===== config.mk =====
export PLATFORM = sky130hd
export DESIGN_NAME = coh_update_array
export DESIGN_NICKNAME = d
export VERILOG_FILES = /design/src/rtl/coh_pkg.sv /design/src/rtl/coh_store.sv /design/src/rtl/coh_cache_bank.sv /design/src/rtl/coh_prop_engine.sv /design/src/rtl/coh_update_array.sv
export SDC_FILE = /design/constraint.sdc
export NUM_CORES = 1
export LEC_CHECK = 0
export BUFFER_PORTS_ARGS = -buffer_cell sky130_fd_sc_hd__buf_2
export CELL_PAD_IN_SITES_DETAIL_PLACEMENT = 1
export CELL_PAD_IN_SITES_GLOBAL_PLACEMENT = 1
export CORE_MARGIN = 2
export CORE_UTILIZATION = 40
export DETAILED_ROUTE_END_ITERATION = 16
export MAX_ROUTING_LAYER = met4
export PLACE_DENSITY_LB_ADDON = 0.1
export RECOVER_POWER = 25
export SLEW_MARGIN = 5
export SYNTH_ARGS = -nofsm -noshare
export SYNTH_HDL_FRONTEND = slang
export SYNTH_SLANG_ARGS = --single-unit

===== constraint.sdc =====
create_clock -name clk -period 8.2 [get_ports clk]
set_input_delay 0.41 -clock clk [delete_from_list [all_inputs] [get_ports clk]]
set_output_delay 0.41 -clock clk [all_outputs]
set_load 0.05 [all_outputs]

===== src/rtl/coh_pkg.sv =====
// Shared definitions for the write-update coherent cache array.
// Assumes: request op codes are fixed and decoded by the top module.
package coh_pkg;
    typedef enum logic [1:0] {
        OP_READ    = 2'd0,
        OP_WRITE   = 2'd1,
        OP_BARRIER = 2'd2,
        OP_UNLOCK  = 2'd3
    } coh_op_e;
endpackage


===== src/rtl/coh_store.sv =====
// Backing store: one word per address, written only by the propagation engine.
// Assumes: the whole array is small enough to expose flat for parallel reads.
module coh_store #(
    parameter int AW = 4,
    parameter int DW = 8
) (
    input  logic                     clk,
    input  logic                     rst_n,
    input  logic                     we,
    input  logic [AW-1:0]            waddr,
    input  logic [DW-1:0]            wdata,
    output logic [(1<<AW)*DW-1:0]    mem_flat
);
    localparam int DEPTH = 1 << AW;

    logic [DW-1:0] mem_q [DEPTH];

    // Store word update and reset to zero.
    always_ff @(posedge clk) begin
        if (!rst_n) begin
            for (int i = 0; i < DEPTH; i++) mem_q[i] <= '0;
        end else if (we) begin
            mem_q[waddr] <= wdata;
        end
    end

    // Flatten the array for parallel readers.
    always_comb begin
        for (int i = 0; i < DEPTH; i++) mem_flat[i*DW +: DW] = mem_q[i];
    end
endmodule


===== src/rtl/coh_cache_bank.sv =====
// One port's fully-associative cache: lookup, allocation, and the engine's
// update and clean ports.
// Assumes: the top never asserts a processor write or fill in the same cycle
// as an engine update or clean, and an address lives in at most one slot.
module coh_cache_bank #(
    parameter int SLOTS = 4,
    parameter int AW    = 4,
    parameter int DW    = 8
) (
    input  logic                  clk,
    input  logic                  rst_n,
    input  logic [AW-1:0]         lk_addr,
    input  logic [DW-1:0]         lk_wdata,
    input  logic [DW-1:0]         lk_fill,
    input  logic                  wr_en,
    input  logic                  fill_en,
    input  logic                  upd_en,
    input  logic [AW-1:0]         upd_addr,
    input  logic [DW-1:0]         upd_data,
    input  logic                  clr_en,
    input  logic [$clog2(SLOTS)-1:0] clr_slot,
    output logic                  hit,
    output logic [DW-1:0]         hit_data,
    output logic                  wr_room,
    output logic                  fill_room,
    output logic                  any_dirty,
    output logic [SLOTS-1:0]      e_valid,
    output logic [SLOTS-1:0]      e_dirty,
    output logic [SLOTS*AW-1:0]   e_addr,
    output logic [SLOTS*DW-1:0]   e_data
);
    localparam int SW = $clog2(SLOTS);

    logic [SLOTS-1:0] valid_q, dirty_q;
    logic [AW-1:0]    addr_q [SLOTS];
    logic [DW-1:0]    data_q [SLOTS];

    logic          free_found, clean_found, upd_hit;
    logic [SW-1:0] hit_slot, free_slot, clean_slot, upd_slot, wr_slot;

    // Lookup for the processor address and the engine address; lowest slot wins.
    always_comb begin
        hit = 1'b0;        hit_slot = '0;
        free_found = 1'b0; free_slot = '0;
        clean_found = 1'b0; clean_slot = '0;
        upd_hit = 1'b0;    upd_slot = '0;
        for (int s = SLOTS-1; s >= 0; s--) begin
            if (valid_q[s] && addr_q[s] == lk_addr) begin
                hit = 1'b1; hit_slot = SW'(s);
            end
            if (!valid_q[s]) begin
                free_found = 1'b1; free_slot = SW'(s);
            end
            if (valid_q[s] && !dirty_q[s]) begin
                clean_found = 1'b1; clean_slot = SW'(s);
            end
            if (valid_q[s] && addr_q[s] == upd_addr) begin
                upd_hit = 1'b1; upd_slot = SW'(s);
            end
        end
        hit_data  = data_q[hit_slot];
        wr_slot   = hit ? hit_slot : (free_found ? free_slot : clean_slot);
        wr_room   = hit | free_found | clean_found;
        fill_room = free_found;
        any_dirty = |dirty_q;
    end

    // Entry state: processor write or fill, engine update, engine clean.
    always_ff @(posedge clk) begin
        if (!rst_n) begin
            valid_q <= '0;
            dirty_q <= '0;
            for (int s = 0; s < SLOTS; s++) begin
                addr_q[s] <= '0;
                data_q[s] <= '0;
            end
        end else begin
            if (wr_en) begin
                valid_q[wr_slot] <= 1'b1;
                dirty_q[wr_slot] <= 1'b1;
                addr_q[wr_slot]  <= lk_addr;
                data_q[wr_slot]  <= lk_wdata;
            end else if (fill_en) begin
                valid_q[free_slot] <= 1'b1;
                dirty_q[free_slot] <= 1'b0;
                addr_q[free_slot]  <= lk_addr;
                data_q[free_slot]  <= lk_fill;
            end
            if (upd_en && upd_hit) begin
                data_q[upd_slot]  <= upd_data;
                dirty_q[upd_slot] <= 1'b0;
            end
            if (clr_en) dirty_q[clr_slot] <= 1'b0;
        end
    end

    // Flatten entry state for the engine and the consistency check.
    always_comb begin
        e_valid = valid_q;
        e_dirty = dirty_q;
        for (int s = 0; s < SLOTS; s++) begin
            e_addr[s*AW +: AW] = addr_q[s];
            e_data[s*DW +: DW] = data_q[s];
        end
    end
endmodule


===== src/rtl/coh_prop_engine.sv =====
// Propagation engine: picks the lowest dirty entry and either updates one
// other holder or, when all holders agree clean, writes the store.
// Assumes: the decision is recomputed from current state every cycle, and
// hold suppresses any action in cycles with processor reads or writes.
module coh_prop_engine #(
    parameter int NPORT = 3,
    parameter int SLOTS = 4,
    parameter int AW    = 4,
    parameter int DW    = 8
) (
    input  logic                        hold,
    input  logic [NPORT*SLOTS-1:0]      all_valid,
    input  logic [NPORT*SLOTS-1:0]      all_dirty,
    input  logic [NPORT*SLOTS*AW-1:0]   all_addr,
    input  logic [NPORT*SLOTS*DW-1:0]   all_data,
    output logic [NPORT-1:0]            upd_en,
    output logic [AW-1:0]               upd_addr,
    output logic [DW-1:0]               upd_data,
    output logic [NPORT-1:0]            clr_en,
    output logic [$clog2(SLOTS)-1:0]    clr_slot,
    output logic                        st_we,
    output logic [AW-1:0]               st_addr,
    output logic [DW-1:0]               st_data
);
    localparam int NE = NPORT * SLOTS;
    localparam int SW = $clog2(SLOTS);

    int            src, src_idx, src_port, tgt;
    logic          src_found;
    logic [AW-1:0] src_addr;
    logic [DW-1:0] src_data;
    logic [NPORT-1:0] mism;

    // Source selection, mismatch search and action choice.
    always_comb begin
        src = -1;
        for (int k = NE-1; k >= 0; k--) begin
            if (all_valid[k] && all_dirty[k]) src = k;
        end
        src_found = (src >= 0);
        src_idx   = src_found ? src : 0;
        src_port  = src_idx / SLOTS;
        src_addr  = all_addr[src_idx*AW +: AW];
        src_data  = all_data[src_idx*DW +: DW];
        clr_slot  = SW'(src_idx % SLOTS);

        mism = '0;
        for (int j = 0; j < NPORT; j++) begin
            for (int s = 0; s < SLOTS; s++) begin
                if (j != src_port && all_valid[j*SLOTS+s] &&
                    all_addr[(j*SLOTS+s)*AW +: AW] == src_addr &&
                    (all_data[(j*SLOTS+s)*DW +: DW] != src_data ||
                     all_dirty[j*SLOTS+s]))
                    mism[j] = 1'b1;
            end
        end
        tgt = -1;
        for (int j = NPORT-1; j >= 0; j--) begin
            if (mism[j]) tgt = j;
        end

        upd_en   = '0;
        clr_en   = '0;
        st_we    = 1'b0;
        upd_addr = src_addr;
        upd_data = src_data;
        st_addr  = src_addr;
        st_data  = src_data;
        if (src_found && !hold) begin
            if (tgt >= 0) begin
                upd_en[tgt] = 1'b1;
            end else begin
                st_we          = 1'b1;
                clr_en[src_port] = 1'b1;
            end
        end
    end
endmodule


===== src/rtl/coh_update_array.sv =====
// Top: per-port request decode, caches, store, propagation engine and the
// barrier/unlock gating.
// Assumes: a read or write is accepted when valid and ready are both high;
// read data is combinational in the accepting cycle.
module coh_update_array
    import coh_pkg::*;
#(
    parameter int NPORT = 3,
    parameter int SLOTS = 4,
    parameter int AW    = 4,
    parameter int DW    = 8
) (
    input  logic                 clk,
    input  logic                 rst_n,
    input  logic [NPORT-1:0]     req_valid,
    input  logic [2*NPORT-1:0]   req_op,
    input  logic [AW*NPORT-1:0]  req_addr,
    input  logic [DW*NPORT-1:0]  req_wdata,
    output logic [NPORT-1:0]     req_ready,
    output logic [DW*NPORT-1:0]  rsp_rdata
);
    localparam int NE = NPORT * SLOTS;
    localparam int SW = $clog2(SLOTS);

    logic [(1<<AW)*DW-1:0] mem_flat;
    logic [NE-1:0]         all_valid, all_dirty;
    logic [NE*AW-1:0]      all_addr;
    logic [NE*DW-1:0]      all_data;
    logic [NPORT-1:0]      hit, wr_room, fill_room, any_dirty;
    logic [NPORT-1:0]      wr_en, fill_en, acc_rw;
    logic [NPORT-1:0]      upd_en, clr_en;
    logic [AW-1:0]         upd_addr, st_addr;
    logic [DW-1:0]         upd_data, st_data;
    logic [SW-1:0]         clr_slot;
    logic                  st_we, hold, consistent;
    logic [DW*NPORT-1:0]   hit_data;

    // System consistency: nothing dirty and every copy equals the store.
    always_comb begin
        consistent = 1'b1;
        for (int k = 0; k < NE; k++) begin
            if (all_dirty[k]) consistent = 1'b0;
            if (all_valid[k] &&
                all_data[k*DW +: DW] != mem_flat[all_addr[k*AW +: AW]*DW +: DW])
                consistent = 1'b0;
        end
    end

    assign hold = |acc_rw;

    for (genvar p = 0; p < NPORT; p++) begin : g_port
        coh_op_e       op;
        logic [AW-1:0] addr;
        logic [DW-1:0] store_word;

        assign op         = coh_op_e'(req_op[p*2 +: 2]);
        assign addr       = req_addr[p*AW +: AW];
        assign store_word = mem_flat[addr*DW +: DW];

        // Ready per op and the resulting cache enables.
        always_comb begin
            unique case (op)
                OP_READ:    req_ready[p] = 1'b1;
                OP_WRITE:   req_ready[p] = wr_room[p];
                OP_BARRIER: req_ready[p] = consistent;
                default:    req_ready[p] = !any_dirty[p];
            endcase
            wr_en[p]   = req_valid[p] && op == OP_WRITE && wr_room[p];
            fill_en[p] = req_valid[p] && op == OP_READ && !hit[p] && fill_room[p];
            acc_rw[p]  = req_valid[p] && req_ready[p] &&
                         (op == OP_READ || op == OP_WRITE);
            rsp_rdata[p*DW +: DW] = hit[p] ? hit_data[p*DW +: DW] : store_word;
        end

        coh_cache_bank #(.SLOTS(SLOTS), .AW(AW), .DW(DW)) i_bank (
            .clk       (clk),
            .rst_n     (rst_n),
            .lk_addr   (addr),
            .lk_wdata  (req_wdata[p*DW +: DW]),
            .lk_fill   (store_word),
            .wr_en     (wr_en[p]),
            .fill_en   (fill_en[p]),
            .upd_en    (upd_en[p]),
            .upd_addr  (upd_addr),
            .upd_data  (upd_data),
            .clr_en    (clr_en[p]),
            .clr_slot  (clr_slot),
            .hit       (hit[p]),
            .hit_data  (hit_data[p*DW +: DW]),
            .wr_room   (wr_room[p]),
            .fill_room (fill_room[p]),
            .any_dirty (any_dirty[p]),
            .e_valid   (all_valid[p*SLOTS +: SLOTS]),
            .e_dirty   (all_dirty[p*SLOTS +: SLOTS]),
            .e_addr    (all_addr[p*SLOTS*AW +: SLOTS*AW]),
            .e_data    (all_data[p*SLOTS*DW +: SLOTS*DW])
        );
    end

    coh_prop_engine #(.NPORT(NPORT), .SLOTS(SLOTS), .AW(AW), .DW(DW)) i_engine (
        .hold      (hold),
        .all_valid (all_valid),
        .all_dirty (all_dirty),
        .all_addr  (all_addr),
        .all_data  (all_data),
        .upd_en    (upd_en),
        .upd_addr  (upd_addr),
        .upd_data  (upd_data),
        .clr_en    (clr_en),
        .clr_slot  (clr_slot),
        .st_we     (st_we),
        .st_addr   (st_addr),
        .st_data   (st_data)
    );

    coh_store #(.AW(AW), .DW(DW)) i_store (
        .clk      (clk),
        .rst_n    (rst_n),
        .we       (st_we),
        .waddr    (st_addr),
        .wdata    (st_data),
        .mem_flat (mem_flat)
    );
endmodule


# [Word-level counts from Yosys, hierarchy flattened]
# Memories as Yosys holds them, arrays and structs flattened.
# Cells that the tools add are included.
[word_totals] in_bits=47 ff_bits=24 ram_bits=272 memories=7 output_inout_bits=27
[memory_table] memory="i_store.mem_q" words=16 width=8 read_ports=16 rd_clocked_by_memory_dff=0 write_ports=16 line_no="coh_store.sv:16" source="logic [DW-1:0] mem_q [DEPTH];"
[memory_table] memory="g_port[0].i_bank.data_q" words=4 width=8 read_ports=5 rd_clocked_by_memory_dff=0 write_ports=4 line_no="coh_cache_bank.sv:36" source="logic [DW-1:0] data_q [SLOTS];"
[memory_table] memory="g_port[1].i_bank.data_q" words=4 width=8 read_ports=5 rd_clocked_by_memory_dff=0 write_ports=4 line_no="coh_cache_bank.sv:36"
[memory_table] memory="g_port[2].i_bank.data_q" words=4 width=8 read_ports=5 rd_clocked_by_memory_dff=0 write_ports=4 line_no="coh_cache_bank.sv:36"
[memory_table] memory="g_port[0].i_bank.addr_q" words=4 width=4 read_ports=4 rd_clocked_by_memory_dff=0 write_ports=4 line_no="coh_cache_bank.sv:35" source="logic [AW-1:0] addr_q [SLOTS];"
[memory_table] memory="g_port[1].i_bank.addr_q" words=4 width=4 read_ports=4 rd_clocked_by_memory_dff=0 write_ports=4 line_no="coh_cache_bank.sv:35"
[memory_table] memory="+1 memories"
[classes] order_cmp=26 bitwise=32 eq_ne=56 n_addsub=1 muxes=296 n_reduce_logical=195 shifts=17
[ops] op="128-bit by 8-bit variable part select with 8-bit output" count=15
[ops] op="32-bit 2-to-1 mux" count=16
[ops] op="8-bit != test" count=24
[ops] op="1-bit 2-to-1 mux" count=148
[ops] op="2-bit 2-to-1 mux" count=69
[ops] op="1-bit logical AND" count=133
[ops] op="32-bit by 1-bit greater-or-equal comparator with 1-bit output, second input constant" count=4
[ops] op="4-bit 2-to-1 mux" count=31
[ops] op="8-bit 2-to-1 mux" count=13
[ops] op="4-bit == test" count=24
[ops] op="96-bit by 32-bit variable part select with 8-bit output" count=1
[ops] op="8-bit OR reduction" count=10
[ops] op="32-bit by 4-bit less-than comparator with 1-bit output, second input constant" count=2
[ops] op="48-bit by 32-bit variable part select with 4-bit output" count=1
[ops] op="4-bit AND" count=9
[ops] op="4-bit OR" count=9
[ops] op="4-bit OR reduction" count=9
[ops] op="32-bit by 1-bit adder with 32-bit output" count=1
[ops] op="2-bit by 32-bit != test with 1-bit output, first input constant" count=1
[ops] op="3-bit by 32-bit != test with 1-bit output, first input constant" count=1
[ops] op="32-bit nonzero test" count=1
[ops] op="2-bit by 3-bit less-than comparator with 1-bit output, second input constant" count=10
[ops] op="4-bit inverter" count=7
[ops] op="1-bit demux with 2-bit select" count=12
[ops] op="other kinds (13)" count=72

# [Depth between registers and ports, before layout]
[depth] ltp_word=41 mapped_depth=21

# [By module]
# A second synthesis with hierarchy kept.
[hier_totals] cells_unflattened=3390 hier_area_um2=37584.8
[modules_own_cells] mod="coh_update_array" n_inst=1 cells_per_inst=1465 area_each_um2=17601.9 seq_area_each_um2=0.0
[modules_own_cells] mod="coh_store" n_inst=1 cells_per_inst=326 area_each_um2=5215.0 seq_area_each_um2=3843.7
[modules_own_cells] mod="coh_prop_engine" n_inst=1 cells_per_inst=553 area_each_um2=4075.2 seq_area_each_um2=0.0
[modules_own_cells] mod="coh_cache_bank (g_port[1].i_bank)" n_inst=1 cells_per_inst=358 area_each_um2=3631.0 seq_area_each_um2=1601.5
[modules_own_cells] mod="coh_cache_bank (g_port[0].i_bank)" n_inst=1 cells_per_inst=347 area_each_um2=3626.0 seq_area_each_um2=1601.5
[modules_own_cells] mod="coh_cache_bank (g_port[2].i_bank)" n_inst=1 cells_per_inst=341 area_each_um2=3435.8 seq_area_each_um2=1601.5

# [Least setup slack after synthesis]
# Ideal clock, no wire load.
[synth_path] path_type="register to output" start="memory g_port[1].i_bank.addr_q[3][0]" end="output req_ready[0]" arrival_ps=4462 n_path_buf=3 setup_slack_ps=3328 path_stages_with_launch=13 cell_sequence="edfxtp_1 -> clkbuf_1 -> buf_1 -> clkbuf_1 -> mux4_2 -> mux2i_1 -> a21oi_1 -> xor2_1 -> o41ai_1 -> nand4_1 -> nor4_1 -> mux2i_1 -> a21oi_1"
[synth_rtl] item="start: declaration" line_no="coh_cache_bank.sv:35"
[synth_rtl] item="end: declaration" line_no="coh_update_array.sv:19" source="output logic [NPORT-1:0] req_ready,"

==> impl_metrics.py <==
metrics = {
    "logic_synthesis": {
        "synth-simple-area-share_pct": 13.6,
        "yosysSeqAreaShare_pct": 24.7,
        "synthArstFlopShare_pct": 0,
        "syn-cell-area_um2": 34900,
        "synth_flop_cell": "edfxtp_1",
        "synth-xor-area-share_pct": 5.76,
        "ys_warn_count": 0,
        "synth.distinct_cells": 111,
        "ys_ff_latch": 296,
        "syn-mean-instance-area_um2": 11.6,
        "synth-edff-count": 272,
        "synth_top_family_by_area": "multiplexers",
        "synth_compound_area_share_pct": 11.3,
        "muxShareOfSynthArea_pct": 38.4,
        "netlist_instances": 3016,
        "synth_fa_ha_area_share_pct": 0.179,
    },
    "worst_setup_path": {
        "start_kind": "flip-flop",
        "reg2reg_slack_ns": 0.37,
        "ff2ff_path_depth": 14,
        "crit_slowest_cell": "o221a_1",
        "path_max_fanout": 27,
        "startpoint": "g_port[1].i_bank.e_valid[2]",
        "path_class": "reg -> reg",
        "worstReg2RegStart": "g_port[1].i_bank.e_valid[2]",
        "crit_buf_inv": 2,
        "crit_arrival_ns": 8.16,
        "crit_chain": "nand2_1 -> a32o_1 -> o21ai_4 -> nand2_1 -> a211oi_1 -> o221a_1 -> xnor2_1 -> or3_1 -> o41ai_2 -> a31o_2 -> nand4b_4 -> buf_4 -> o21ai_0 -> buf_4",
        "critPathRequiredTime_ns": 8.53,
        "r2r_end": "i_store.mem_q[12][3]",
        "cp-end-kind": "flip-flop",
        "cp_top_family": "compound AO/OA/AOI/OAI gates",
        "max_stage_delay_ns": 1.32,
    },
    "floorplan": {
        "dieArea_um2": 89700,
        "dieHeight_um": 300,
        "row_count": 108,
        "design.core.area_um2": 86600,
        "initial_utilization_pct": 40.3,
        "ios": 74,
        "die_w_um": 300,
    },
    "run_status": {
        "status": "finished with violations",
        "violations": "capacitance limit, slew limit",
    },
    "drt": {
        "num_vias": 31300,
        "routed_wl_mm": 186,
        "wl_per_cell_um": 45.9,
        "first_pass_iters": 6,
        "drtAntennaViolNets": 0,
        "viasPerCell": 7.71,
        "drcViolationCount": 0,
        "drt_iter0_markers": 4703,
    },
    "sta": {
        "setup-tns-final_ns": 0,
        "rsz0062_at_grt": "no",
        "fin_worst_skew_ns": 0.0391,
        "maxSlewHeadroom_pct": -131,
        "min_period_ns": 7.83,
        "period_share_pct": 95.5,
        "drv_slew": 54,
        "hold_viol": 0,
        "fmax_ghz": 0.128,
        "setup_violations": 0,
        "worst_pin_slew_ns": 3.46,
    },
    "cts": {
        "clock-root-buffer": "clkbuf_16",
        "tritoncts": "built",
        "numCtsBuffers": 38,
        "clk_latency_ns": 0.63,
        "cts_resized": 0,
        "clk_pin_slew_ns": 0.06,
        "cts_buffer_depth": 3,
        "cts_num_sinks": 296,
        "cts_setup_buffers": 0,
        "cts_hold_buf": 0,
        "h-tree-depth": 2,
    },
    "global_route": {
        "globalRouteTotalUtil_pct": 42.4,
        "grt_pass1_vias": 30500,
        "antenna_found_initial": 5,
        "overflow": 0,
        "grt_pass1_wl_mm": 257,
        "grt_max_degree": 55,
    },
    "finish": {
        "fin_area_um2": 37500,
        "fillers": 9056,
        "drive_above_1_share_pct": 35.5,
        "area_growth_pct": 7.21,
        "final_nets": 2918,
        "layout_commonest_cell": "mux4_2",
        "final_cell_mix": "564 x mux4_2, 272 x edfxtp_1, 210 x nor2_1",
    },
    "min_path": {
        "worstHoldPathType": "in -> reg",
        "min-delay-start": "req_wdata[14]",
        "hold_end": "g_port[1].i_bank.data_q[3][6]",
        "worstHoldPathCells": 3,
    },
    "pwr": {
        "p_leak_nw": 11.7,
        "ir_drop_mv": 0.171,
        "powerDensity_nw_per_um2": 147,
    },
    "job": {
        "drv_cap": 2,
    },
    "place": {
        "dp_hpwl_mm": 134,
        "dpl_cell_area_um2": 36100,
        "port_buffers": 73,
        "place.gp.congestion": 1.04,
    },
}
## final cells by class
class                           instances  area, µm²  area share [%]
Timing Repair Buffer                  220       1450            3.87
Tap cell                             1155       1450            3.86
Clock inverter                         28        422            1.13
Inverter                               66        248           0.661
Antenna cell                            6       15.0          0.0401
Sequential cell                       296       8650            23.1
Multi-Input combinational cell       2244      24300            64.8
Clock buffer                           42        966            2.58
## worst max-delay path by stage
stage,cells past startpoint,end,slack [ns]
floorplan,12,req_ready[0],3.33
global route,15,g_port[1].i_bank.data_q[0][2],0.14
detailed placement,15,i_store.mem_q[4][7],0.80
global placement,15,i_store.mem_q[4][2],0.90
finish,14,i_store.mem_q[12][3],0.37
CTS,15,i_store.mem_q[4][7],0.85
## Yosys cell counts, types with 9 or more instances
cell / count / area share, %
a31oi_1: 17 / 0.30
o22ai_1: 9 / 0.16
a22oi_1: 15 / 0.32
nand2_1: 126 / 1.4
nand4_1: 40 / 0.72
mux2_2: 9 / 0.29
nor3_2: 121 / 3.5
clkbuf_1: 280 / 3.0
nor2_1: 211 / 2.3
a21boi_0: 10 / 0.21
nand3_1: 72 / 1.0
buf_2: 34 / 0.49
inv_1: 64 / 0.69
buf_6: 24 / 0.77
nand2b_1: 16 / 0.29
dfxtp_1: 24 / 1.4
nor2b_1: 46 / 0.82
mux2i_1: 63 / 1.8
xor2_1: 50 / 1.3
o221ai_1: 27 / 0.68
nor4_1: 15 / 0.27
edfxtp_1: 272 / 23
mux4_2: 564 / 36
a211oi_1: 59 / 1.3
buf_1: 67 / 0.72
xnor2_1: 180 / 4.5
a32o_1: 9 / 0.26
o21a_1: 18 / 0.39
and3_1: 35 / 0.63
a21oi_1: 126 / 1.8
nor3_1: 49 / 0.70
a21o_1: 16 / 0.34
o21ai_0: 99 / 1.4
or3_1: 26 / 0.47
o221a_2: 9 / 0.29
## metal layers
layer,part of all wire (%),GRT usage (%),vias to the layer above,routed length [µm]
met4,7.2,24.1,0,13400
met5,0,-,-,0
met3,13,11.7,519,23300
li1,-,-,11800,-
met1,37,54.3,16500,69100
met2,43,60.3,2466,80200
## kinds of logic after synthesis
| logic type | after synthesis |
|---|---|
| compound gates | 546 |
| buf+inv | 480 |
| flops | 296 |
| fa+ha+maj | 5 |
| xor+xnor | 230 |
| simple gates | 821 |
| mux | 636 |
| other cells | 2 |
## worst register-to-register path, cell delays in order (launching register included)
cell,delay (ns)
dfxtp_1,0.70
nand2_1,0.12
a32o_1,0.35
o21ai_4,0.69
nand2_1,0.76
a211oi_1,0.79
o221a_1,1.32
xnor2_1,0.10
or3_1,0.45
o41ai_2,0.41
a31o_2,0.54
nand4b_4,0.18
buf_4,0.28
o21ai_0,0.64
buf_4,0.26
## power by group
group	switching [W]	leakage (nW)	internal, W
Combinational	0.00102	8.06	0.000664
Sequential	0.000235	3.01	0.00172
Clock	0.000788	0.665	0.00110
Total	0.00204	11.7	0.00348
## per-stage QoR
step / hold WS (ns) / total power [W] / util, % / setup WS (ns) / instances
floorplan: 0.554 / 0.00293 / - / 3.33 / 3020
global placement: 0.586 / 0.00357 / 41.7 / 0.897 / 3981
detailed placement: 0.619 / 0.00361 / 41.7 / 0.802 / 3981
CTS: 0.208 / 0.00549 / 43.3 / 0.854 / 4051
global route: 0.230 / 0.00562 / 43.2 / 0.143 / 4054
finish: 0.238 / 0.00552 / 43.3 / 0.372 / 4057
## flip-flops by register name, indices dropped and copies added (netlist names)
register / cells
g_port.i_bank.e_dirty: 12
g_port.i_bank.addr_q: 48
i_store.mem_q: 128
g_port.i_bank.e_valid: 12
g_port.i_bank.data_q: 96
Note: power is estimated with default switching activity, not from simulation.
